--- src/rtl/bl_dim_pkg.sv ---
package bl_dim_pkg;

  localparam int BRT_W      = 8;
  localparam int MEAS_MAX_W = 16;

  localparam logic [7:0] ADDR_BRT  = 8'h00;
  localparam logic [7:0] ADDR_CTL  = 8'h01;
  localparam logic [7:0] ADDR_STAT = 8'h02;
  localparam int         STAT_ON_BIT = 3;

  localparam logic [BRT_W-1:0] BRT_FULL = '1;

  typedef enum logic [1:0] {
    SRC_PRODUCT = 2'b00,
    SRC_HOST    = 2'b01,
    SRC_EXT     = 2'b10
  } src_e;

  // Source select wins over mode; mode picks host vs product.
  function automatic src_e pick_source(input logic sel, input logic md);
    if (sel)     return SRC_EXT;
    else if (md) return SRC_HOST;
    else         return SRC_PRODUCT;
  endfunction

  // high/period ratio scaled to 256 steps, saturated at 255.
  function automatic logic [BRT_W-1:0] duty_norm(
    input logic [MEAS_MAX_W-1:0] high_c,
    input logic [MEAS_MAX_W-1:0] period_c);
    logic [MEAS_MAX_W+BRT_W-1:0] num;
    logic [MEAS_MAX_W+BRT_W-1:0] quo;
    if (period_c == '0) return '0;
    num = {high_c, {BRT_W{1'b0}}};
    quo = num / {{BRT_W{1'b0}}, period_c};
    if (quo > {{MEAS_MAX_W{1'b0}}, BRT_FULL}) return BRT_FULL;
    return quo[BRT_W-1:0];
  endfunction

  // Rounded product; a full duty counts as unity gain.
  function automatic logic [BRT_W-1:0] scale_brt(
    input logic [BRT_W-1:0] brt,
    input logic [BRT_W-1:0] duty);
    logic [BRT_W:0]     fac;
    logic [2*BRT_W+1:0] prod;
    logic [BRT_W+1:0]   res;
    fac  = (duty == BRT_FULL) ? {1'b1, {BRT_W{1'b0}}} : {1'b0, duty};
    prod = ({{(BRT_W+2){1'b0}}, brt} * {{(BRT_W+1){1'b0}}, fac})
           + (2*BRT_W+2)'(127);
    res  = prod[2*BRT_W+1:BRT_W];
    if (res > {2'b00, BRT_FULL}) return BRT_FULL;
    return res[BRT_W-1:0];
  endfunction

endpackage

--- src/rtl/bl_duty_meter.sv ---
module bl_duty_meter
  import bl_dim_pkg::*;
#(
  parameter int MEAS_W      = 12,
  parameter int TIMEOUT_CYC = 2048
) (
  input  logic             clk,
  input  logic             rst_n,
  input  logic             pwm_in,
  output logic [BRT_W-1:0] duty,
  output logic             in_rise
);
  localparam int RUN_W = $clog2(TIMEOUT_CYC + 1);
  localparam logic [MEAS_W-1:0] MEAS_SAT = '1;
  localparam logic [RUN_W-1:0]  RUN_LIM  = RUN_W'(TIMEOUT_CYC);

  logic              sync1, sync2, sync_prev;
  logic [MEAS_W-1:0] per_cnt, hi_cnt;
  logic [RUN_W-1:0]  run_cnt;
  logic              in_change;

  assign in_rise   = sync2 & ~sync_prev;
  assign in_change = sync2 ^ sync_prev;

  always_ff @(posedge clk or negedge rst_n) begin
    if (!rst_n) begin
      sync1     <= 1'b0;
      sync2     <= 1'b0;
      sync_prev <= 1'b0;
    end else begin
      sync1     <= pwm_in;
      sync2     <= sync1;
      sync_prev <= sync2;
    end
  end

  always_ff @(posedge clk or negedge rst_n) begin
    if (!rst_n) begin
      per_cnt <= '0;
      hi_cnt  <= '0;
      run_cnt <= '0;
      duty    <= '0;
    end else begin
      if (in_rise) begin
        duty    <= duty_norm(MEAS_MAX_W'(hi_cnt), MEAS_MAX_W'(per_cnt));
        per_cnt <= MEAS_W'(1);
        hi_cnt  <= MEAS_W'(1);
      end else begin
        if (per_cnt != MEAS_SAT) per_cnt <= per_cnt + 1'b1;
        if (sync2 && hi_cnt != MEAS_SAT) hi_cnt <= hi_cnt + 1'b1;
      end
      if (in_change) begin
        run_cnt <= '0;
      end else if (run_cnt != RUN_LIM) begin
        run_cnt <= run_cnt + 1'b1;
        if (run_cnt == RUN_LIM - 1'b1) duty <= sync2 ? BRT_FULL : '0;
      end
    end
  end
endmodule

--- src/rtl/bl_softstart.sv ---
module bl_softstart #(
  parameter int SS_CYC = 400000
) (
  input  logic clk,
  input  logic rst_n,
  input  logic enable,
  output logic done
);
  localparam int CNT_W = $clog2(SS_CYC + 1);
  localparam logic [CNT_W-1:0] CNT_END = CNT_W'(SS_CYC - 1);

  logic [CNT_W-1:0] cnt;

  always_ff @(posedge clk or negedge rst_n) begin
    if (!rst_n) begin
      cnt  <= '0;
      done <= 1'b0;
    end else if (!enable) begin
      cnt  <= '0;
      done <= 1'b0;
    end else if (!done) begin
      if (cnt == CNT_END) done <= 1'b1;
      else                cnt  <= cnt + 1'b1;
    end
  end
endmodule

--- src/rtl/bl_pwm_gen.sv ---
module bl_pwm_gen
  import bl_dim_pkg::*;
(
  input  logic             clk,
  input  logic             rst_n,
  input  logic [BRT_W-1:0] duty_next,
  output logic [BRT_W-1:0] duty_act,
  output logic             wrap,
  output logic             pwm_raw
);
  logic [BRT_W-1:0] cnt;

  assign wrap    = (cnt == BRT_FULL);
  assign pwm_raw = (duty_act == BRT_FULL) | (cnt < duty_act);

  always_ff @(posedge clk or negedge rst_n) begin
    if (!rst_n) begin
      cnt      <= '0;
      duty_act <= '0;
    end else begin
      cnt <= cnt + 1'b1;
      if (wrap) duty_act <= duty_next;
    end
  end
endmodule

--- src/rtl/bl_dim_ctrl.sv ---
module bl_dim_ctrl
  import bl_dim_pkg::*;
#(
  parameter int MEAS_W      = 12,
  parameter int TIMEOUT_CYC = 2048,
  parameter int SS_CYC      = 400000
) (
  input  logic       clk,
  input  logic       rst_n,
  input  logic [7:0] reg_addr,
  input  logic       reg_wr,
  input  logic [7:0] reg_wdata,
  output logic [7:0] reg_rdata,
  input  logic       pwm_in,
  output logic       pwm_out,
  output logic       bl_on
);
  logic [BRT_W-1:0] brt_q;
  logic             en_q, sel_q, md_q;
  logic [BRT_W-1:0] ext_duty;
  logic             ext_rise;
  logic [BRT_W-1:0] eff_brt;
  logic [BRT_W-1:0] active_duty;
  logic             pwm_wrap;
  logic             pwm_raw;
  logic             ss_done;
  logic             out_gate;
  src_e             src;

  always_ff @(posedge clk or negedge rst_n) begin
    if (!rst_n) begin
      brt_q <= '0;
      en_q  <= 1'b0;
      sel_q <= 1'b0;
      md_q  <= 1'b0;
    end else if (reg_wr) begin
      if (reg_addr == ADDR_BRT) brt_q <= reg_wdata;
      if (reg_addr == ADDR_CTL) begin
        en_q  <= reg_wdata[0];
        sel_q <= reg_wdata[1];
        md_q  <= reg_wdata[2];
      end
    end
  end

  bl_duty_meter #(
    .MEAS_W     (MEAS_W),
    .TIMEOUT_CYC(TIMEOUT_CYC)
  ) u_meter (
    .clk    (clk),
    .rst_n  (rst_n),
    .pwm_in (pwm_in),
    .duty   (ext_duty),
    .in_rise(ext_rise)
  );

  assign src = pick_source(sel_q, md_q);

  always_comb begin
    unique case (src)
      SRC_EXT:  eff_brt = ext_duty;
      SRC_HOST: eff_brt = brt_q;
      default:  eff_brt = scale_brt(brt_q, ext_duty);
    endcase
  end

  bl_softstart #(.SS_CYC(SS_CYC)) u_ss (
    .clk   (clk),
    .rst_n (rst_n),
    .enable(en_q),
    .done  (ss_done)
  );

  bl_pwm_gen u_pwm (
    .clk      (clk),
    .rst_n    (rst_n),
    .duty_next(eff_brt),
    .duty_act (active_duty),
    .wrap     (pwm_wrap),
    .pwm_raw  (pwm_raw)
  );

  assign out_gate = en_q & ss_done;
  assign pwm_out  = pwm_raw & out_gate;
  assign bl_on    = out_gate & (eff_brt != '0);

  always_comb begin
    reg_rdata = '0;
    if (reg_addr == ADDR_BRT)  reg_rdata = brt_q;
    if (reg_addr == ADDR_CTL)  reg_rdata = {5'b0, md_q, sel_q, en_q};
    if (reg_addr == ADDR_STAT) reg_rdata[STAT_ON_BIT] = bl_on;
  end
endmodule

--- config.mk ---
export PLATFORM = sky130hd
export DESIGN_NAME = bl_dim_ctrl
export DESIGN_NICKNAME = d
export VERILOG_FILES = /design/src/rtl/bl_dim_pkg.sv /design/src/rtl/bl_duty_meter.sv /design/src/rtl/bl_softstart.sv /design/src/rtl/bl_pwm_gen.sv /design/src/rtl/bl_dim_ctrl.sv
export SDC_FILE = /design/constraint.sdc
export NUM_CORES = 1
export LEC_CHECK = 0
export ABC_AREA = 1
export BUFFER_PORTS_ARGS = -buffer_cell sky130_fd_sc_hd__buf_2
export CORE_ASPECT_RATIO = 1.2
export CORE_MARGIN = 5
export CORE_UTILIZATION = 50
export DETAILED_ROUTE_END_ITERATION = 7
export GPL_ROUTABILITY_DRIVEN = 0
export GPL_TIMING_DRIVEN = 0
export PLACE_DENSITY = 0.68
export SLEW_MARGIN = 30
export SYNTH_ARGS = -nofsm -noshare
export SYNTH_HDL_FRONTEND = slang
export SYNTH_SLANG_ARGS = --single-unit
--- constraint.sdc ---
create_clock -name clk -period 44.3 [get_ports clk]
set_input_delay 8.86 -clock clk [delete_from_list [all_inputs] [get_ports clk]]
set_output_delay 8.86 -clock clk [all_outputs]
set_load 0.01 [all_outputs]
==> results.json <==
{
  "wl_mm": 69.30,
  "layout_commonest_cell": "nand2_1",
  "syn_inst": 3519,
  "final_hold_viol_count": 0,
  "outcome": "finished, final reports clean",
  "synth-main-ff-cell": "dfrtp_1",
  "drtPass1Iterations": 6,
  "synth_top_family_by_area": "simple AND/OR/NAND/NOR gates",
  "maxCapViolations": 0,
  "cts_inserted_buffers": 9,
  "die_w_um": 203.0,
  "dr_total_vias": 24770,
  "grt_pass1_vias": 22100,
  "critPathMaxFanout": 10,
  "synth-xor-area-share": 0.08993,
  "antenna_found_initial": 0,
  "via_per_inst": 5.504,
  "nets": 4269,
  "initial_core_util": 0.5017,
  "clk_pin_slew_ns": 0.09,
  "cts.path.max_buffers": 2,
  "r2r_cells": 338,
  "setup_viol": 0,
  "worstSetupPathType": "flop to flop",
  "syn-num-nets": 3857,
  "ios": 30,
  "cts_hold_buf": 0,
  "synth_top_area_frac": 0.1511,
  "synthArstFlopShare": 1.000,
  "timing.critical_path.from_type": "flop",
  "relSlewSlack": 0.3942,
  "synth-simple-area-share": 0.3358,
  "fin_crit_sh": 0.9656,
  "place_area_um2": 23400,
  "skew_ns": 0.01238,
  "ys_ff_latch": 94,
  "synthMuxAreaShare": 0.001343,
  "tightestPinTransition_ns": 0.9077,
  "critPathRequiredTime_ns": 44.54,
  "worstPathArrival_ns": 43.02,
  "grt_max_degree": 52,
  "min_period_ns": 42.78,
  "place_hpwl_mm": 47.51,
  "hold_path_depth": 0,
  "drc": 0,
  "syn_area_per_cell_um2": 6.353,
  "yosys.area_share.adder": 0.1941,
  "yosysTopAreaCell": "ha_1",
  "yosys_warnings": 0,
  "fin_util": 0.6452,
  "synth_area_um2": 22360,
  "globalRoute.totalOverflow": 0,
  "root_buffer": "clkbuf_16",
  "cts_sinks": 94,
  "hold_path.class": "flop to flop",
  "core_um2": 44560,
  "final_layout_size_suffix_gt1_frac": 0.2561,
  "insertion_delay_ns": 0.36,
  "first_iter_violations": 1586,
  "mostFrequentLayoutCells": "740 x nand2_1, 441 x inv_1, 350 x buf_4",
  "grt_use_total": 0.2467,
  "antenna_left": 0,
  "maxSlewViolCount": 0,
  "cpPeakStageDelay_ns": 0.45,
  "pre_cts_ws_ns": -8.737,
  "rows": 85,
  "antenna_cells": 0,
  "wl_per_cell_um": 15.40,
  "worstSetupEndpointType": "flop",
  "die_h_um": 241.6,
  "synth_edf_count": 0,
  "fin_ws_ns": 1.523,
  "area_growth_pct": 28.59,
  "slowest_stage": "dfrtp_2",
  "synth_cell_types": 71,
  "die_area_um2": 49060,
  "h-tree-depth": 3,
  "grt_pass1_wl_mm": 103.7,
  "tritoncts": "done",
  "synth_compound_area_frac": 0.1656,
  "yosysSeqAreaShare": 0.1052,
  "fmax_mhz": 23.38,
  "post-route-cell-area_um2": 28750,
  "synthTopCellsByArea": "ha_1 15%, nand2_1 13%, dfrtp_1 11%",
  "port_buffers": 29
}
sequential cells by signal, indices dropped and copies added, names as in the netlist, 8 cells and up:
register and flops:
brt_q 8, u_meter.duty 8, u_meter.hi_cnt 12, u_meter.per_cnt 12, u_meter.run_cnt 12, u_pwm.cnt 8, u_pwm.duty_act 8, u_ss.cnt 19
metrics by stage:
step	instances	hold WS (ns)	setup TNS, ns
2_1_floorplan	3519	0.3312	0
3_3_place_gp	4113	0.3340	-21.78
3_5_place_dp	4114	0.3364	-22.55
4_1_cts	4327	0.3561	0
5_1_grt	4501	0.3666	-1.161
6_report	4501	0.3573	0
timing repair:
| action | 4_1_cts | 5_1_grt |
|---|---|---|
| gates resized for setup | 243 | 318 |
| cloned | 9 | 11 |
| buffers inserted | 189 | 167 |
| setup endpoints to repair | 4 | 3 |
| pin swaps | 112 | 231 |
critical path, delay by kind of cell (launching register included):
kind                     cells  cell delay (ns)
buffers and inverters       80             8.26
AND/OR/NAND/NOR            125            12.34
multiplexers                 1             0.13
XOR/XNOR                     4             0.56
adder cells (fa/ha/maj)     24             6.18
AO/OA/AOI/OAI              104            14.61
flip-flops                   1             0.45
logic make-up (layout without fill, tap and decap cells):
logic type	count (synthesis)	count (layout)
AND/OR/NAND/NOR	1619	1620
AO/OA/AOI/OAI	665	665
buffers and inverters	592	1008
adder cells (fa/ha/maj)	318	318
XOR/XNOR	227	227
flip-flops	94	94
multiplexers	3	3
other	1	1
metal layers:
layer	vias to the layer above	track usage	share of wire
met2	729	0.4320	0.48
li1	12480	-	-
met5	-	0	0
met4	0	0.06509	0.035
met1	11390	0.3310	0.44
met3	169	0.01554	0.047
final cells by class:
type	instances	area (um^2)
inverter	523	2143
timing repair inverter	6	45.04
timing repair buffer	399	3122
tap	565	706.9
clock inverter	7	75.07
multi-input combinational	2834	19460
buffer	64	609.3
fill	3865	15810
clock buffer	9	225.2
sequential	94	2364
worst paths after layout:
kind	start	to	slack [ns]
setup / recovery	u_meter.per_cnt[0]	u_meter.duty[0]	1.52
hold / removal	u_meter.sync1	u_meter.sync2	0.36
setup reg to reg	u_meter.per_cnt[0]	u_meter.duty[0]	1.52
hold reg to reg	u_meter.sync1	u_meter.sync2	0.36
max in group asynchronous	rst_n	u_meter.duty[5]	35.22
min in group asynchronous	rst_n	u_ss.cnt[15]	8.46
Yosys cell counts, types with 11 or more instances:
master,number
o21ai_1,30
nand4_1,67
xnor2_1,87
nor2_4,13
inv_1,480
o31ai_1,13
xor2_1,137
buf_2,16
nand3b_1,12
inv_2,28
clkbuf_1,22
nand3_1,200
buf_6,15
a21o_1,11
nand2_4,18
nand2_1,787
a21oi_1,228
nor4_1,29
dfrtp_1,94
nor2_2,27
clkinv_1,11
nand3_2,32
o21ai_0,273
fa_1,48
nor2_1,284
ha_1,270
nand2_2,58
nor3_1,64
o21bai_1,35
Power is left out: the tool's default activity adds up to more than one toggle a clock period on the data nets, which glitch-free logic cannot reach.
